===== src/rtl/ldma_pkg.sv =====
package ldma_pkg;
  typedef enum logic [3:0] {
    ST_IDLE, ST_CYC, ST_CHAN, ST_SIZE, ST_RDAT,
    ST_TARA, ST_SYNC, ST_TARB, ST_WDAT
  } ldma_st_t;

  localparam logic [3:0] NIB_START = 4'b0000;
  localparam logic [1:0] TYPE_DMA  = 2'b10;
  localparam logic [3:0] SY_DONE   = 4'b0000;
  localparam logic [3:0] SY_ERR    = 4'b1010;
  localparam logic [3:0] SY_MORE   = 4'b1001;
endpackage


===== src/rtl/ldma_hdr.sv =====
module ldma_hdr #(
  parameter int CHAN_W  = 3,
  parameter int CNT_W   = 2,
  parameter bit WORD_EN = 1'b1
) (
  input  logic              clk,
  input  logic              rst,
  input  logic              clr,
  input  logic              cap_chan,
  input  logic              cap_size,
  input  logic [3:0]        nib,
  output logic [CHAN_W-1:0] chan_o,
  output logic              tc_o,
  output logic [CNT_W-1:0]  nbytes_o,
  output logic              size_bad_o
);
  localparam int TC_BIT = CHAN_W;

  logic [CNT_W-1:0] dec_n;
  logic             dec_bad;

  generate
    if (WORD_EN) begin : g_word
      always_comb begin
        case (nib[1:0])
          2'b00:   begin dec_n = CNT_W'(1); dec_bad = 1'b0; end
          2'b01:   begin dec_n = CNT_W'(2); dec_bad = 1'b0; end
          default: begin dec_n = CNT_W'(1); dec_bad = 1'b1; end
        endcase
      end
    end else begin : g_byte
      always_comb begin
        dec_n   = CNT_W'(1);
        dec_bad = (nib[1:0] != 2'b00);
      end
    end
  endgenerate

  always_ff @(posedge clk) begin
    if (rst) begin
      chan_o     <= '0;
      tc_o       <= 1'b0;
      nbytes_o   <= CNT_W'(1);
      size_bad_o <= 1'b0;
    end else if (clr) begin
      tc_o       <= 1'b0;
      nbytes_o   <= CNT_W'(1);
      size_bad_o <= 1'b0;
    end else begin
      if (cap_chan) begin
        chan_o <= nib[CHAN_W-1:0];
        tc_o   <= nib[TC_BIT];
      end
      if (cap_size) begin
        nbytes_o   <= dec_n;
        size_bad_o <= dec_bad;
      end
    end
  end

  // byte count is always one or two
  a_r4_size_range: assert property (@(posedge clk) disable iff (rst)
    (nbytes_o == CNT_W'(1)) || (nbytes_o == CNT_W'(2)));

  // a bad size is moved as a single byte
  a_r4_bad_single: assert property (@(posedge clk) disable iff (rst)
    size_bad_o |-> (nbytes_o == CNT_W'(1)));
endmodule


===== src/rtl/ldma_sync_sel.sv =====
module ldma_sync_sel (
  input  logic       err,
  input  logic       more,
  input  logic       last,
  output logic [3:0] code,
  output logic       ends
);
  import ldma_pkg::*;

  always_comb begin
    if (err)       code = SY_ERR;
    else if (more) code = SY_MORE;
    else           code = SY_DONE;
    ends = err | ~more | last;
  end
endmodule


===== src/rtl/ldma_nibq.sv =====
module ldma_nibq #(
  parameter int DATA_W = 8
) (
  input  logic              clk,
  input  logic              rst,
  input  logic              load,
  input  logic              shift,
  input  logic [DATA_W-1:0] din,
  input  logic [3:0]        nin,
  output logic [DATA_W-1:0] q
);
  always_ff @(posedge clk) begin
    if (rst)        q <= '0;
    else if (load)  q <= din;
    else if (shift) q <= {nin, q[DATA_W-1:4]};
  end
endmodule


===== src/rtl/ldma_agent.sv =====
module ldma_agent #(
  parameter int CHAN_W  = 3,
  parameter int DATA_W  = 8,
  parameter int TAR_CYC = 2,
  parameter bit WORD_EN = 1'b1
) (
  input  logic              clk,
  input  logic              rst,
  input  logic              lpc_frame,
  input  logic [3:0]        lpc_in,
  output logic [3:0]        lpc_out,
  output logic              lpc_oe,
  input  logic [DATA_W-1:0] core_wdata,
  input  logic              core_more,
  input  logic              core_err,
  output logic              core_take,
  output logic [DATA_W-1:0] core_rdata,
  output logic              core_rvalid,
  output logic              core_tc,
  output logic [CHAN_W-1:0] dma_chan,
  output logic              size_bad
);
  import ldma_pkg::*;

  localparam int NIBS  = DATA_W / 4;
  localparam int NW    = $clog2(NIBS + 1);
  localparam int TW    = (TAR_CYC > 1) ? $clog2(TAR_CYC) : 1;
  localparam int CNT_W = 2;

  ldma_st_t         state;
  logic             wr_q, end_q, last_q;
  logic [NW-1:0]    ncnt;
  logic [TW-1:0]    tcnt;
  logic [CNT_W-1:0] bcnt;
  logic [CNT_W-1:0] nbytes;
  logic             tc_q;
  logic             restart, is_last, tar_done;
  logic             sq_load, sq_shift;
  logic [3:0]       sel_code;
  logic             sel_ends;
  logic [DATA_W-1:0] sq;

  assign restart  = lpc_frame && (lpc_in == NIB_START);
  assign is_last  = (bcnt == nbytes - CNT_W'(1));
  assign tar_done = (tcnt == TW'(TAR_CYC - 1));

  ldma_hdr #(.CHAN_W(CHAN_W), .CNT_W(CNT_W), .WORD_EN(WORD_EN)) u_hdr (
    .clk(clk), .rst(rst), .clr(restart),
    .cap_chan(state == ST_CHAN), .cap_size(state == ST_SIZE),
    .nib(lpc_in), .chan_o(dma_chan), .tc_o(tc_q),
    .nbytes_o(nbytes), .size_bad_o(size_bad)
  );

  ldma_sync_sel u_sel (
    .err(core_err), .more(core_more), .last(is_last),
    .code(sel_code), .ends(sel_ends)
  );

  always_comb begin
    sq_load  = 1'b0;
    sq_shift = 1'b0;
    if (!restart) begin
      case (state)
        ST_TARA: sq_load  = wr_q && tar_done;
        ST_WDAT: begin
          sq_load  = (ncnt == NW'(NIBS)) && !end_q;
          sq_shift = (ncnt != NW'(NIBS));
        end
        ST_SYNC: sq_shift = wr_q;
        ST_RDAT: sq_shift = 1'b1;
        default: ;
      endcase
    end
  end

  ldma_nibq #(.DATA_W(DATA_W)) u_q (
    .clk(clk), .rst(rst), .load(sq_load), .shift(sq_shift),
    .din(core_wdata), .nin(lpc_in), .q(sq)
  );
  assign core_rdata = sq;

  always_ff @(posedge clk) begin
    if (rst) begin
      state       <= ST_IDLE;
      wr_q        <= 1'b0;
      end_q       <= 1'b0;
      last_q      <= 1'b0;
      ncnt        <= '0;
      tcnt        <= '0;
      bcnt        <= '0;
      lpc_out     <= 4'hF;
      lpc_oe      <= 1'b0;
      core_take   <= 1'b0;
      core_rvalid <= 1'b0;
      core_tc     <= 1'b0;
    end else begin
      core_take   <= 1'b0;
      core_rvalid <= 1'b0;
      core_tc     <= 1'b0;
      if (restart) begin
        state  <= ST_CYC;
        lpc_oe <= 1'b0;
        bcnt   <= '0;
      end else begin
        case (state)
          ST_CYC: begin
            if (lpc_in[3:2] == TYPE_DMA) begin
              wr_q  <= lpc_in[1];
              state <= ST_CHAN;
            end else begin
              state <= ST_IDLE;
            end
          end
          ST_CHAN: state <= ST_SIZE;
          ST_SIZE: begin
            ncnt  <= '0;
            tcnt  <= '0;
            state <= wr_q ? ST_TARA : ST_RDAT;
          end
          ST_RDAT: begin
            ncnt <= ncnt + NW'(1);
            if (ncnt == NW'(NIBS - 1)) begin
              core_rvalid <= 1'b1;
              core_tc     <= tc_q && is_last;
              tcnt        <= '0;
              state       <= ST_TARA;
            end
          end
          ST_TARA: begin
            if (tar_done) begin
              state     <= ST_SYNC;
              lpc_oe    <= 1'b1;
              lpc_out   <= sel_code;
              end_q     <= sel_ends;
              last_q    <= is_last;
              core_take <= wr_q;
            end else begin
              tcnt <= tcnt + TW'(1);
            end
          end
          ST_SYNC: begin
            bcnt <= bcnt + CNT_W'(1);
            tcnt <= '0;
            if (wr_q) begin
              state   <= ST_WDAT;
              lpc_out <= sq[3:0];
              ncnt    <= NW'(1);
            end else begin
              lpc_oe <= 1'b0;
              state  <= end_q ? ST_IDLE : ST_TARB;
            end
          end
          ST_TARB: begin
            if (tar_done) begin
              ncnt  <= '0;
              state <= ST_RDAT;
            end else begin
              tcnt <= tcnt + TW'(1);
            end
          end
          ST_WDAT: begin
            if (ncnt != NW'(NIBS)) begin
              lpc_out <= sq[3:0];
              ncnt    <= ncnt + NW'(1);
            end else if (end_q) begin
              state   <= ST_IDLE;
              lpc_oe  <= 1'b0;
              core_tc <= tc_q && last_q;
            end else begin
              state     <= ST_SYNC;
              lpc_out   <= sel_code;
              end_q     <= sel_ends;
              last_q    <= is_last;
              core_take <= 1'b1;
            end
          end
          default: state <= ST_IDLE;
        endcase
      end
    end
  end

  // the bus is never driven while idle
  a_r1_idle_quiet: assert property (@(posedge clk) disable iff (rst)
    (state == ST_IDLE) |-> !lpc_oe);

  // a SYNC nibble is one of the three legal codes
  a_r5_code_legal: assert property (@(posedge clk) disable iff (rst)
    (state == ST_SYNC) |-> (lpc_oe &&
      (lpc_out == SY_DONE || lpc_out == SY_ERR || lpc_out == SY_MORE)));

  // no byte beyond the transfer size
  a_r6_count_bound: assert property (@(posedge clk) disable iff (rst)
    (state == ST_SYNC) |-> (bcnt < nbytes));

  // terminal count only with a completed byte
  a_r3_tc_with_byte: assert property (@(posedge clk) disable iff (rst)
    core_tc |-> (core_rvalid || (state == ST_IDLE)));

  // read valid is a single-cycle pulse
  a_r7_rvalid_pulse: assert property (@(posedge clk) disable iff (rst)
    core_rvalid |=> !core_rvalid);

  // write data is taken only while SYNC is on the bus
  a_r8_take_at_sync: assert property (@(posedge clk) disable iff (rst)
    core_take |-> ((state == ST_SYNC) && lpc_oe));
endmodule


===== config.mk =====
export PLATFORM = sky130hd
export DESIGN_NAME = ldma_agent
export DESIGN_NICKNAME = d
export VERILOG_FILES = /design/src/rtl/ldma_pkg.sv /design/src/rtl/ldma_hdr.sv /design/src/rtl/ldma_sync_sel.sv /design/src/rtl/ldma_nibq.sv /design/src/rtl/ldma_agent.sv
export SDC_FILE = /design/constraint.sdc
export NUM_CORES = 1
export LEC_CHECK = 0
export ABC_CLOCK_PERIOD_IN_PS = 4000
export CORE_MARGIN = 2
export CORE_UTILIZATION = 50
export CTS_CLUSTER_SIZE = 40
export DETAILED_ROUTE_END_ITERATION = 7
export PLACE_DENSITY = 0.81
export SYNTH_ARGS = -nofsm -noshare
export SYNTH_HDL_FRONTEND = slang
export SYNTH_SLANG_ARGS = --single-unit

===== constraint.sdc =====
create_clock -name clk -period 4 [get_ports clk]
set_clock_uncertainty 0.05 [all_clocks]
set_input_delay 1.2 -clock clk [delete_from_list [all_inputs] [get_ports clk]]
set_output_delay 1.2 -clock clk [all_outputs]
set_load 0.005 [all_outputs]

==> run summary <==
Reg power frac: 56.3%
DR vias: 1,803
Clock Pin Slew Worst Setup and Hold Paths: 70 ps
layout cells sized above 1: 5.93%
actual slew at the worst max-slew pin: 905 ps
final hold violations: 0
async set-reset flop share out of synthesis: 0%
Mapped Nets: 247
Area Overhead vs Synth: 22.6%
worst skew pair latency: 280 ps
Mapped Avg Cell Area: 8.29 µm²
Post-DP HPWL: 3420 µm
io pins: 37
Most used DFF post-synth: dfxtp_1
total CTS buffers: 5
period utilization: 73.3%
logic gate share of total power: 5.6%
CTS tree: built
Post-synth EDFFs: 0
crit end category: register
die area: 4290 µm²
pin count of the biggest net entering global routing: 31
Crit Path Class: input pin to register
status: finished, final reports clean
Synth top area share: 37.1%
Final Critical Period: 2930 ps
antenna-violating nets left: 0
number of H-tree levels: 2
CTS Buffer Depth: 2
Routed WL: 4750 µm
flops & latches, synth: 35
most frequent cells in the layout: 36 x clkdlybuf4s50_1, 35 x dfxtp_1, 33 x nor2_1, 15 x a21oi_1, 15 x nand2_1
commonest non-fill, non-tap cell in the layout: clkdlybuf4s50_1
core area: 3660 µm²
Wirelength per Cell: 15.8 µm
Hold-fix buffers, CTS: 0
count of cell types in the netlist: 57
Multi-input gate area: 1090 µm²
power per cell area: 267 nW/µm²
max_cap viols: 0
worst-path fanout max: 9
height of the die: 65.5 µm
Sw Pwr: 0.138 mW
residual DRC count: 0
post-CTS sizing: 0
drt pass-1 iters: 5
Ant. Diodes: 0
Total GRT Usage: 24.1%
Vias per Instance: 5.99
num rows: 22
yosys warns: 0
Mapped Area: 1890 µm²
Final #Nets: 273
Synth area leaders: dfxtp_1 37%, nor2_1 6.6%, a21oi_1 4.0%
number of port buffers: 36
Slew Viols, Final: 0
switching share of total power: 22.2%
Peak VDD IR: 199 µV
first-pass GRT wire length: 7960 µm
leak pwr: 0.807 nW
x dimension of the die: 65.5 µm
Setup TNS: 0 ps
Synth area leader: dfxtp_1
clock sink total: 35
Fillers: 333
RSZ-0062 raised after global routing: false
initial antenna violation count: 0
Setup Fix Bufs, Post-CTS: 0
total power: 0.620 mW
Int Pwr: 0.482 mW
Clock power frac: 38.1%
DR iter-0 viols: 161
Reg area: 701 µm²
Worst Hold Class: register to register
number of global-route vias before repair: 1,663
aggregate global routing overflow: 0
Initial Utilization: 51.6%
Max Freq: 341 MHz
Req. time, crit path: 4120 ps
kind of start point of the critical path: input pin
placer congestion estimate: 0.975
slew margin rel.: 39.6%
Crit path arrival time: 3060 ps
Mapped Cells: 228
clk root buf: clkbuf_8
register area share after synthesis: 37.1%
Final Setup Violations: 0
## flip-flops by register name, summed over array words and instances (netlist names)
name              cells
bcnt                  2
core_rvalid           1
core_take             1
core_tc               1
end_q                 1
last_q                1
lpc_oe                1
lpc_out               4
ncnt                  2
state                 4
tar_done              1
u_hdr.chan_o          3
u_hdr.nbytes_o        2
u_hdr.size_bad_o      1
u_hdr.tc_o            1
u_q.q                 8
wr_q                  1
## synth_stat cells, types with 2 or more instances
| master | instances |
|---|---|
| a211oi_1 | 3 |
| a21oi_1 | 15 |
| a222oi_1 | 4 |
| a22oi_1 | 8 |
| and2_1 | 4 |
| buf_1 | 2 |
| buf_2 | 7 |
| clkbuf_1 | 9 |
| dfxtp_1 | 35 |
| ha_1 | 2 |
| inv_1 | 6 |
| mux2_1 | 2 |
| mux2i_1 | 7 |
| nand2_1 | 15 |
| nand2b_1 | 2 |
| nand3_1 | 5 |
| nand3b_1 | 3 |
| nand4_1 | 2 |
| nand4b_1 | 2 |
| nor2_1 | 33 |
| nor2b_1 | 8 |
| nor3_1 | 3 |
| nor3b_1 | 6 |
| nor4b_1 | 2 |
| o21ai_0 | 8 |
| o21ai_1 | 2 |
| o22ai_1 | 2 |
| or3_1 | 2 |
## per-layer routing
metal | vias up | share of wire, % | track usage [%]
met5 | - | 0 | 0
met4 | 0 | 1.1 | 7.03
met3 | 7 | 8.0 | 5.82
met2 | 79 | 45 | 37.6
met1 | 838 | 46 | 33.2
li1 | 879 | - | -
## critical path, stage by stage
cell and delay [ps]:
clkdlybuf4s50_1 530, nor4_2 390, nand2_1 240, o21a_1 260
a222oi_1 360, nor2_1 60
## final timing paths
| check | startpoint | to | slack [ps] | depth (start not counted) |
|---|---|---|---|---|
| setup / recovery | lpc_in[1] | u_q.q[4]$_SDFFE_PP0P_ | 1070 | 6 |
| hold / removal | lpc_oe$_SDFFE_PP0P_ | lpc_oe$_SDFFE_PP0P_ | 420 | 2 |
| setup reg to reg | state[2]$_SDFFE_PP0P_ | u_q.q[6]$_SDFFE_PP0P_ | 1470 | 5 |
| hold reg to reg | lpc_oe$_SDFFE_PP0P_ | lpc_oe$_SDFFE_PP0P_ | 420 | 2 |
## logic make-up after synthesis
group	Yosys count	synth area share (%)
adder cells (fa/ha/maj)	2	1.32
buffers and inverters	24	5.23
AND/OR/NAND/NOR	96	27.5
flip-flops	35	37.1
AO/OA/AOI/OAI	60	23.1
multiplexers	9	4.90
XOR/XNOR	2	0.927
## power by group through the flow
| stage | combinational (mW) | clock [mW] | sequential (mW) |
|---|---|---|---|
| 2_1_floorplan | 0.0123 | 0 | 0.356 |
| 3_3_place_gp | 0.0339 | 0 | 0.357 |
| 3_5_place_dp | 0.0341 | 0 | 0.357 |
| 4_1_cts | 0.0342 | 0.243 | 0.349 |
| 5_1_grt | 0.0374 | 0.256 | 0.349 |
| 6_report | 0.0345 | 0.236 | 0.349 |
## cell type report
type / count / share of cell area, %
inverter: 6 / 0.971
tap: 48 / 2.59
sequential: 35 / 30.2
timing repair buffer: 37 / 15.9
clock inverter: 1 / 0.324
multi-input combinational: 169 / 47.1
clock buffer: 5 / 2.97
## stage by stage
stage	cell area, µm²	worst slack (ps)	hold slack (ps)	utilization, %	std cells
floorplan	1890	1490	402	-	228
global placement	2240	857	403	61.2	295
CTS	2320	1080	419	63.3	301
global route	2320	884	451	63.3	301
detailed placement	2240	780	409	61.2	295
finish	2320	1070	417	63.3	301
Power figures use the tool's default switching activity.
